<file path="src/rtl/idec_pkg.sv">
package idec_pkg;

   typedef enum logic [2:0] {
      FMT_NONE   = 3'd0,
      FMT_IMM    = 3'd1,
      FMT_BRANCH = 3'd2,
      FMT_UNARY  = 3'd3,
      FMT_BINARY = 3'd4
   } fmt_e;

   localparam logic [5:0] OP_NOP = 6'h20;
   localparam logic [5:0] OP_LDH = 6'h30;
   localparam logic [5:0] OP_LDL = 6'h31;
   localparam logic [5:0] OP_BR  = 6'h38;

   localparam int FL_Z = 0;
   localparam int FL_C = 1;
   localparam int FL_L = 2;
   localparam int FL_G = 3;
   localparam int FL_N = 4;

   typedef struct packed {
      fmt_e              fmt;
      logic [5:0]        op;
      logic              wr;
      logic [FL_N-1:0]   flags;
   } long_dec_t;

endpackage

</file>
<file path="src/rtl/idec_long_table.sv">
module idec_long_table
   import idec_pkg::*;
#(
   parameter int OPC_W = 8
) (
   input  logic [OPC_W-1:0] opc,
   output long_dec_t        dec
);

   localparam logic [FL_N-1:0] M_ZC  = (FL_N'(1) << FL_Z) | (FL_N'(1) << FL_C);
   localparam logic [FL_N-1:0] M_Z   = (FL_N'(1) << FL_Z);
   localparam logic [FL_N-1:0] M_ZLG = (FL_N'(1) << FL_Z) | (FL_N'(1) << FL_L)
                                     | (FL_N'(1) << FL_G);

   generate
      if (OPC_W != 8) begin : g_bad_w
         $error("idec_long_table: OPC_W must be 8");
      end
   endgenerate

   always_comb begin
      dec.fmt   = FMT_NONE;
      dec.op    = OP_NOP;
      dec.wr    = 1'b0;
      dec.flags = '0;
      case (opc)
         8'h01, 8'h02, 8'h03, 8'h21: begin
            dec.fmt = FMT_BINARY; dec.op = opc[5:0]; dec.wr = 1'b1; dec.flags = M_ZC;
         end
         8'h04, 8'h05, 8'h06: begin
            dec.fmt = FMT_BINARY; dec.op = opc[5:0]; dec.wr = 1'b1; dec.flags = M_Z;
         end
         8'h07: begin
            dec.fmt = FMT_UNARY; dec.op = opc[5:0]; dec.wr = 1'b1; dec.flags = M_ZC;
         end
         8'h08, 8'h09, 8'h0A, 8'h0B: begin
            dec.fmt = FMT_UNARY; dec.op = opc[5:0]; dec.wr = 1'b1; dec.flags = M_Z;
         end
         8'h0E, 8'h0F, 8'h19, 8'h1A: begin
            dec.fmt = FMT_UNARY; dec.op = opc[5:0];
         end
         8'h10, 8'h20: begin
            dec.fmt = FMT_NONE; dec.op = opc[5:0];
         end
         8'h11: begin
            dec.fmt = FMT_BINARY; dec.op = opc[5:0]; dec.flags = M_ZLG;
         end
         8'h12, 8'h15, 8'h17: begin
            dec.fmt = FMT_BINARY; dec.op = opc[5:0];
         end
         8'h13, 8'h14, 8'h16: begin
            dec.fmt = FMT_BINARY; dec.op = opc[5:0]; dec.wr = 1'b1;
         end
         8'h18: begin
            dec.fmt = FMT_UNARY; dec.op = opc[5:0]; dec.wr = 1'b1;
         end
         8'h1B, 8'h1C, 8'h1D, 8'h1E, 8'h1F: begin
            dec.fmt = FMT_UNARY; dec.op = opc[5:0]; dec.wr = 1'b1; dec.flags = M_ZC;
         end
         default: begin
            dec.fmt = FMT_NONE; dec.op = OP_NOP;
         end
      endcase
   end

   always_comb begin

      undef_quiet_chk: assert (dec.op != OP_NOP || (dec.wr == 1'b0 && dec.flags == '0))
         else $error("no-op decode carries side effects");

      op_echo_chk: assert (dec.op == OP_NOP || dec.op == opc[5:0])
         else $error("defined opcode not echoed");
   end

endmodule

</file>
<file path="src/rtl/idec_imm_merge.sv">
module idec_imm_merge #(
   parameter int WORD_W = 16,
   parameter int IMM_W  = 8
) (
   input  logic              load_high,
   input  logic              load_low,
   input  logic [IMM_W-1:0]  imm,
   input  logic [WORD_W-1:0] cur,
   output logic [WORD_W-1:0] value
);

   localparam int UP_W = WORD_W - IMM_W;

   generate
      if (UP_W != IMM_W) begin : g_bad_w
         $error("idec_imm_merge: WORD_W must be twice IMM_W");
      end
   endgenerate

   always_comb begin
      if (load_high)
         value = {imm, cur[IMM_W-1:0]};
      else if (load_low)
         value = {{UP_W{imm[IMM_W-1]}}, imm};
      else
         value = '0;
   end

   always_comb begin

      low_sext_chk: assert (!load_low || value[WORD_W-1:IMM_W] == '0 ||
                            value[WORD_W-1:IMM_W] == '1)
         else $error("low-byte load upper bits not uniform");

      high_keep_chk: assert (!load_high || value[IMM_W-1:0] == cur[IMM_W-1:0])
         else $error("high-byte load lost low byte");

      idle_zero_chk: assert (load_high || load_low || value == '0)
         else $error("immediate value leaked");
   end

endmodule

</file>
<file path="src/rtl/idec_offset_ext.sv">
module idec_offset_ext #(
   parameter int IN_W   = 12,
   parameter int OUT_W  = 16,
   parameter bit SIGNED = 1'b1
) (
   input  logic             en,
   input  logic [IN_W-1:0]  raw,
   output logic [OUT_W-1:0] ext
);

   localparam int PAD_W = OUT_W - IN_W;

   generate
      if (PAD_W < 1) begin : g_bad_w
         $error("idec_offset_ext: OUT_W must exceed IN_W");
      end
      if (SIGNED) begin : g_sext
         assign ext = en ? {{PAD_W{raw[IN_W-1]}}, raw} : '0;
         always_comb begin

            off_sign_chk: assert (!en || ext[OUT_W-1] == raw[IN_W-1])
               else $error("offset sign lost");
         end
      end else begin : g_zext
         assign ext = en ? {{PAD_W{1'b0}}, raw} : '0;
      end
   endgenerate

endmodule

</file>
<file path="src/rtl/insn_decoder.sv">
module insn_decoder
   import idec_pkg::*;
#(
   parameter int WORD_W         = 16,
   parameter int REG_W          = 4,
   parameter int OFF_W          = 12,
   parameter bit OFFSET_SIGNED  = 1'b1,
   parameter bit GUARD_ZERO_REG = 1'b1
) (
   input  logic [WORD_W-1:0] instr_word,
   input  logic [WORD_W-1:0] cur_dest_value,
   output logic [2:0]        fmt_code,
   output logic [5:0]        op_sel,
   output logic [REG_W-1:0]  reg_a,
   output logic [REG_W-1:0]  reg_b,
   output logic              reg_wr_en,
   output logic [FL_N-1:0]   flag_wr_en,
   output logic [2:0]        br_cond,
   output logic [WORD_W-1:0] br_offset,
   output logic [WORD_W-1:0] imm_value
);

   localparam int TOP_W  = 4;
   localparam int OPC_W  = 8;
   localparam int IMM_W  = WORD_W / 2;
   localparam int RA_LO  = REG_W;
   localparam logic [TOP_W-1:0] TOP_LDH = 4'h8;
   localparam logic [TOP_W-1:0] TOP_LDL = 4'h9;
   localparam logic [TOP_W-1:0] TOP_BR0 = 4'hA;

   generate
      if (WORD_W != 16) begin : g_bad_word
         $error("insn_decoder: WORD_W must be 16");
      end
      if (REG_W != 4) begin : g_bad_reg
         $error("insn_decoder: REG_W must be 4");
      end
      if (OFF_W != WORD_W - TOP_W) begin : g_bad_off
         $error("insn_decoder: OFF_W must fill the word below the short opcode");
      end
   endgenerate

   logic [TOP_W-1:0] top4;
   logic             is_ld_short, is_br_short;
   logic             ld_high, ld_low;
   logic             wr_raw;
   long_dec_t        ldec;
   logic [IMM_W-1:0] imm8;
   logic [REG_W-1:0] ra_field, rb_field;

   assign top4        = instr_word[WORD_W-1 -: TOP_W];
   assign ld_high     = (top4 == TOP_LDH);
   assign ld_low      = (top4 == TOP_LDL);
   assign is_ld_short = ld_high | ld_low;
   assign is_br_short = (top4 >= TOP_BR0);
   assign ra_field    = instr_word[RA_LO +: REG_W];
   assign rb_field    = instr_word[REG_W-1:0];
   assign imm8        = {instr_word[WORD_W-TOP_W-1 -: TOP_W], instr_word[TOP_W-1:0]};

   idec_long_table #(.OPC_W(OPC_W)) u_table (
      .opc (instr_word[WORD_W-1 -: OPC_W]),
      .dec (ldec)
   );

   idec_imm_merge #(.WORD_W(WORD_W), .IMM_W(IMM_W)) u_merge (
      .load_high (ld_high),
      .load_low  (ld_low),
      .imm       (imm8),
      .cur       (cur_dest_value),
      .value     (imm_value)
   );

   idec_offset_ext #(.IN_W(OFF_W), .OUT_W(WORD_W), .SIGNED(OFFSET_SIGNED)) u_off (
      .en  (is_br_short),
      .raw (instr_word[OFF_W-1:0]),
      .ext (br_offset)
   );

   always_comb begin
      fmt_code   = FMT_NONE;
      op_sel     = OP_NOP;
      reg_a      = '0;
      reg_b      = '0;
      wr_raw     = 1'b0;
      flag_wr_en = '0;
      br_cond    = '0;
      if (is_ld_short) begin
         fmt_code = FMT_IMM;
         op_sel   = ld_low ? OP_LDL : OP_LDH;
         reg_a    = ra_field;
         wr_raw   = 1'b1;
      end else if (is_br_short) begin
         fmt_code = FMT_BRANCH;
         op_sel   = OP_BR;
         br_cond  = 3'(top4 - TOP_BR0) + 3'd1;
      end else begin
         fmt_code   = ldec.fmt;
         op_sel     = ldec.op;
         wr_raw     = ldec.wr;
         flag_wr_en = ldec.flags;
         if (ldec.fmt == FMT_UNARY || ldec.fmt == FMT_BINARY)
            reg_a = ra_field;
         if (ldec.fmt == FMT_BINARY)
            reg_b = rb_field;
      end
   end

   generate
      if (GUARD_ZERO_REG) begin : g_guard
         assign reg_wr_en = wr_raw & (reg_a != '0);
      end else begin : g_noguard
         assign reg_wr_en = wr_raw;
      end
   endgenerate

   always_comb begin

      zero_reg_wr_chk: assert (!GUARD_ZERO_REG || !reg_wr_en || reg_a != '0)
         else $error("write to register 0");

      br_cond_fmt_chk: assert ((br_cond != 3'd0) == (fmt_code == FMT_BRANCH))
         else $error("branch condition outside branch layout");

      br_quiet_chk: assert (fmt_code != FMT_BRANCH || (!reg_wr_en && flag_wr_en == '0))
         else $error("branch with side effects");

      rb_only_binary_chk: assert (reg_b == '0 || fmt_code == FMT_BINARY)
         else $error("register B outside binary layout");
   end

endmodule

</file>
<file path="config.mk">
export PLATFORM = sky130hd
export DESIGN_NAME = insn_decoder
export DESIGN_NICKNAME = d
export VERILOG_FILES = /design/src/rtl/idec_pkg.sv /design/src/rtl/idec_long_table.sv /design/src/rtl/idec_imm_merge.sv /design/src/rtl/idec_offset_ext.sv /design/src/rtl/insn_decoder.sv
export SDC_FILE = /design/constraint.sdc
export NUM_CORES = 1
export LEC_CHECK = 0
export ABC_AREA = 1
export BUFFER_PORTS_ARGS = -buffer_cell sky130_fd_sc_hd__buf_2
export CAP_MARGIN = 5
export CORE_MARGIN = 2
export CORE_UTILIZATION = 34
export DETAILED_ROUTE_END_ITERATION = 12
export PLACE_DENSITY = 0.82
export RECOVER_POWER = 25
export SETUP_SLACK_MARGIN = 0.2
export SLEW_MARGIN = 20
export SYNTH_ARGS = -nofsm -noshare
export SYNTH_HDL_FRONTEND = slang
export SYNTH_SLANG_ARGS = --single-unit
</file>
<file path="constraint.sdc">
create_clock -name vclk -period 2.15
set_input_delay 0.43 -clock vclk [all_inputs]
set_output_delay 0.43 -clock vclk [all_outputs]
set_load 0.02 [all_outputs]
</file>
==> run_results.csv, run 1 <==
group,metric,value,unit
run_status,firstError,"[ERROR DPL-0038] Utilization greater than 100%, impossible to legalize",
placed_design,gp_congestion,0.9202,
grt,grt_max_degree,9,
synthesis,synth_nets,212,
synthesis,netlist.area_leader.share,19.47,%
run_status,status,"did not finish",
synthesis,synth_cell_types,22,
placed_design,port_buffers,81,
sta,worst_path_end_type,"top-level output",
cts,postCtsHoldBufs,0,
synthesis,synth_warnings,0,
placed_design,dp_cells,317,
floorplan,pin_count,89,
synthesis,avgSynthCellArea,4.848,um2
synthesis,synth_area_leaders,"nand2_1 (19%), inv_1 (14%), nor2_1 (13%), o21ai_0 (12%), ha_1 (7.4%)",
floorplan,die_x,53.95,um
sta,worstEndpointGrtRepair,"op_sel[0]",
synthesis,synth_top_area_cell,"nand2_1",
floorplan,initial_core_util,35.20,%
synthesis,syn_inst,175,
run_status,stop_stage,"5_1_grt",
placed_design,pre_cts_ws,-0.4133,ns
placed_design,dp_hpwl,2.890,mm
synthesis,yosysSeqAreaShare,0,%
floorplan,die-height,53.95,um
synthesis,syn_area,848.3,um2
floorplan,rows,18,
==> timing repair <==
item                                    CTS
gates cloned                              0
pin swaps                                21
endpoints found under the setup margin   52
resized for setup                       104
buffers inserted                         12
==> stage by stage <==
step / area (um2) / hold slack [ns]
3_5_place_dp: 1704 / 1.173
2_1_floorplan: 1013 / 0.9398
3_3_place_gp: 1704 / 1.165
4_1_cts: 2135 / 1.156
==> logic make-up after synthesis <==
family	share of synthesized area, %
AOI/OAI and AO/OA	17.41
and+or+nand+nor	53.84
adders and majority gates	7.375
buffers and inverters	21.39
==> synthesized netlist by cell type <==
master and count:
buf_2 1, nor2_2 3, nand2_4 1, o21ai_2 1, o21bai_1 1, buf_4 5
inv_2 6, nand3_1 9, nand3_2 1, inv_1 31, nand4_1 3, o21ai_0 20
nor2_1 30, nor3_1 4, o31ai_1 1, nor2_4 2, nand2_2 2, a21oi_1 3
nand2_1 44, nor2_8 1, o2111ai_1 1, ha_1 5
==> inputs of run 2 (changes only) <==
--- a/config.mk
+++ b/config.mk
@@ -8,12 +8,11 @@
 export ABC_AREA = 1
 export BUFFER_PORTS_ARGS = -buffer_cell sky130_fd_sc_hd__buf_2
 export CAP_MARGIN = 5
-export CORE_MARGIN = 2
-export CORE_UTILIZATION = 34
+export CORE_AREA = 2 2 63 65
 export DETAILED_ROUTE_END_ITERATION = 12
-export PLACE_DENSITY = 0.82
+export DIE_AREA = 0 0 65 67
+export PLACE_DENSITY_LB_ADDON = 0.15
 export RECOVER_POWER = 25
-export SETUP_SLACK_MARGIN = 0.2
 export SLEW_MARGIN = 20
 export SYNTH_ARGS = -nofsm -noshare
 export SYNTH_HDL_FRONTEND = slang
==> constraint.sdc (replaced) <==
create_clock -name vclk -period 2.79
set_input_delay 0.558 -clock vclk [all_inputs]
set_output_delay 0.558 -clock vclk [all_outputs]
set_load 0.02 [all_outputs]
==> run 2 against run 1 <==
The run now ends clean. Synthesized cell count did not move. Area after synthesis did not move.
==> run_results.csv, run 2 <==
group,metric,value,unit
floorplan,die_x,65,um
hold_path,hold_path_class,"in2out",
synthesis,yosysSeqAreaShare,0,%
synthesis,syn_area,848.3,um2
synthesis,syn_inst,175,
sta,fmax,0.3687,GHz
synthesis,synthSimpleGateAreaFrac,53.83,%
cells_and_area,syn_to_final_growth,106.5,%
cells_and_area,n_sequential_cell,0,
floorplan,coreArea,0.003606,mm2
cells_and_area,seq_area,0,um2
synthesis,synth_top_cells_by_count,"nand2_1 (44), inv_1 (31), nor2_1 (30), o21ai_0 (20), nand3_1 (9)",
sta,slew_headroom,70.93,%
cells_and_area,nClkBuffers,0,
drt,first_pass_iters,4,
synthesis,synth_top_area_cell,"nand2_1",
synthesis,synth_nets,212,
placed_design,port_buffers,81,
cells_and_area,final_common_cell,"buf_2",
run_status,status,"complete, no violations",
sta,fin_crit_sh,97.22,%
grt,grt_pass1_vias,1211,
synthesis,synth_warnings,0,
drt,remaining_drc_errors,0,
cts,postCtsHoldBufs,0,
grt,grt_max_degree,14,
grt,overflow,0,
synthesis,netlist.area_leader.share,19.47,%
drt,drtIter0Drc,22,
floorplan,initial_core_util,23.53,%
placed_design,gp_congestion,0.8734,
cells_and_area,layout_common_cells,"buf_2 (61), nand2_1 (35), buf_4 (34), nor2_1 (28), inv_1 (25)",
worst_setup_path,endpoint_kind,"output port",
synthesis,synth_compound_area_share,17.40,%
placed_design,dp_cells,327,
sta,whs,1.403,ns
grt,grt_antenna_before_repair,0,
synthesis,synthMuxAreaShare,0,%
placed_design,dp_hpwl,2.866,mm
drt,vias_per_cell,4.287,
cells_and_area,final_cells,335,
floorplan,pin_count,89,
drt,vias,1436,
drt,postRouteAntennaNets,0,
pwr,p_per_area,141.7,mW/mm2
synthesis,avgSynthCellArea,4.848,um2
floorplan,die-height,67,um
cells_and_area,drive_gt1_share,51.92,%
worst_setup_path,cp-start-kind,"input pin",
drt,wl_per_cell,10.57,um
sta,finalHoldViolCount,0,
synthesis,synth_most_common_cell,"nand2_1",
synthesis,synth_area_leaders,"nand2_1 (19%), inv_1 (14%), nor2_1 (13%), o21ai_0 (12%), ha_1 (7.4%)",
worst_setup_path,cp_max_fo,6,
synthesis,synth_top_family_by_area,"simple AND/OR/NAND/NOR gates",
floorplan,rows,22,
worst_setup_path,required,2.23,ns
sta,fin_crit,2.713,ns
flow_run,drv_cap,0,
sta,slew_violations,0,
worst_setup_path,critPathKind,"in2out",
sta,finalSetupViolCount,0,
cells_and_area,fillCellCount,405,
pwr,p_leak,1.059,nW
sta,worst_pin_slew,0.4356,ns
drt,wirelength,3.540,mm
worst_setup_path,critPathArrivalTime,2.15,ns
synthesis,synth_cell_types,22,
cells_and_area,num-nets-final,326,
synthesis,synth_xor_xnor_area_share,0,%
pwr,ir_drop,0.05813,mV
cells_and_area,insertedDiodeCount,0,
synthesis,synthAdderAreaFrac,7.375,%
floorplan,die_area,0.004355,mm2
grt,grt_pass1_wl,5.264,mm
grt,grtUsageTotal,14.84,%
## run 2: cell counts after synthesis
Identical to the previous run, type by type.
## run 2: worst max-delay path, stage by stage
cell and delay (ns):
buf_2 0.14, inv_4 0.08, nand2_2 0.06, nor2_2 0.15, nand2_1 0.09, nand2_2 0.10
nor2_4 0.05, nand2_4 0.09, inv_4 0.04, ha_4 0.15, inv_2 0.06, nor2_4 0.04
buf_6 0.11, nor2_4 0.15, nand3_2 0.10, nand2_2 0.08, buf_6 0.11
## run 2: cell families after synthesis
logic type               count (synthesis)
buffers and inverters                   43
AO/OA/AOI/OAI                           27
adder cells (fa/ha/maj)                  5
AND/OR/NAND/NOR                        100
## run 2: where the power goes
| group | internal (W) | switching [W] |
|---|---|---|
| registers | 0 | 0 |
| clock network | 0 | 0 |
| logic | 0.0000969 | 0.000151 |
| total | 0.0000969 | 0.000151 |
## run 2: layout make-up
class / count / area (um2) / area share (%)
inverter: 37 / 151.4 / 8.643
multi-input combinational: 132 / 810.8 / 46.29
tap: 48 / 60.06 / 3.429
timing repair buffer: 118 / 729.5 / 41.64
## run 2: worst paths after layout
kind	start	end	cells past startpoint
setup / recovery	instr_word[10]	op_sel[0]	17
hold / removal	instr_word[12]	br_cond[0]	3
## run 2: routing by layer
metal,track usage [%],part of all wire [%]
met1,18.70,44
met2,29.12,48
met4,0,0
met5,0,0
met3,0.8446,8.2
## run 2: what timing repair did
item	4_1_cts	5_1_grt
buffers inserted	5	3
pin swaps	3	16
cloned	0	0
setup endpoints to repair	11	12
gates resized for setup	20	46
## run 2: metrics by stage
stage	power, W	cell area [um2]	TNS [ns]	util (%)	setup WS, ns
floorplan	0.0001269	848.3	0	-	0.1137
global placement	0.0002188	1489	-0.6715	41.29	-0.1149
detailed placement	0.0002188	1489	-0.7327	41.29	-0.1442
CTS	0.0002305	1588	0	44.03	0.005688
global route	0.0002707	1752	-0.02065	48.58	-0.01599
finish	0.0002482	1752	0	48.58	0.07748
Note: power is estimated with default switching activity, not from simulation.
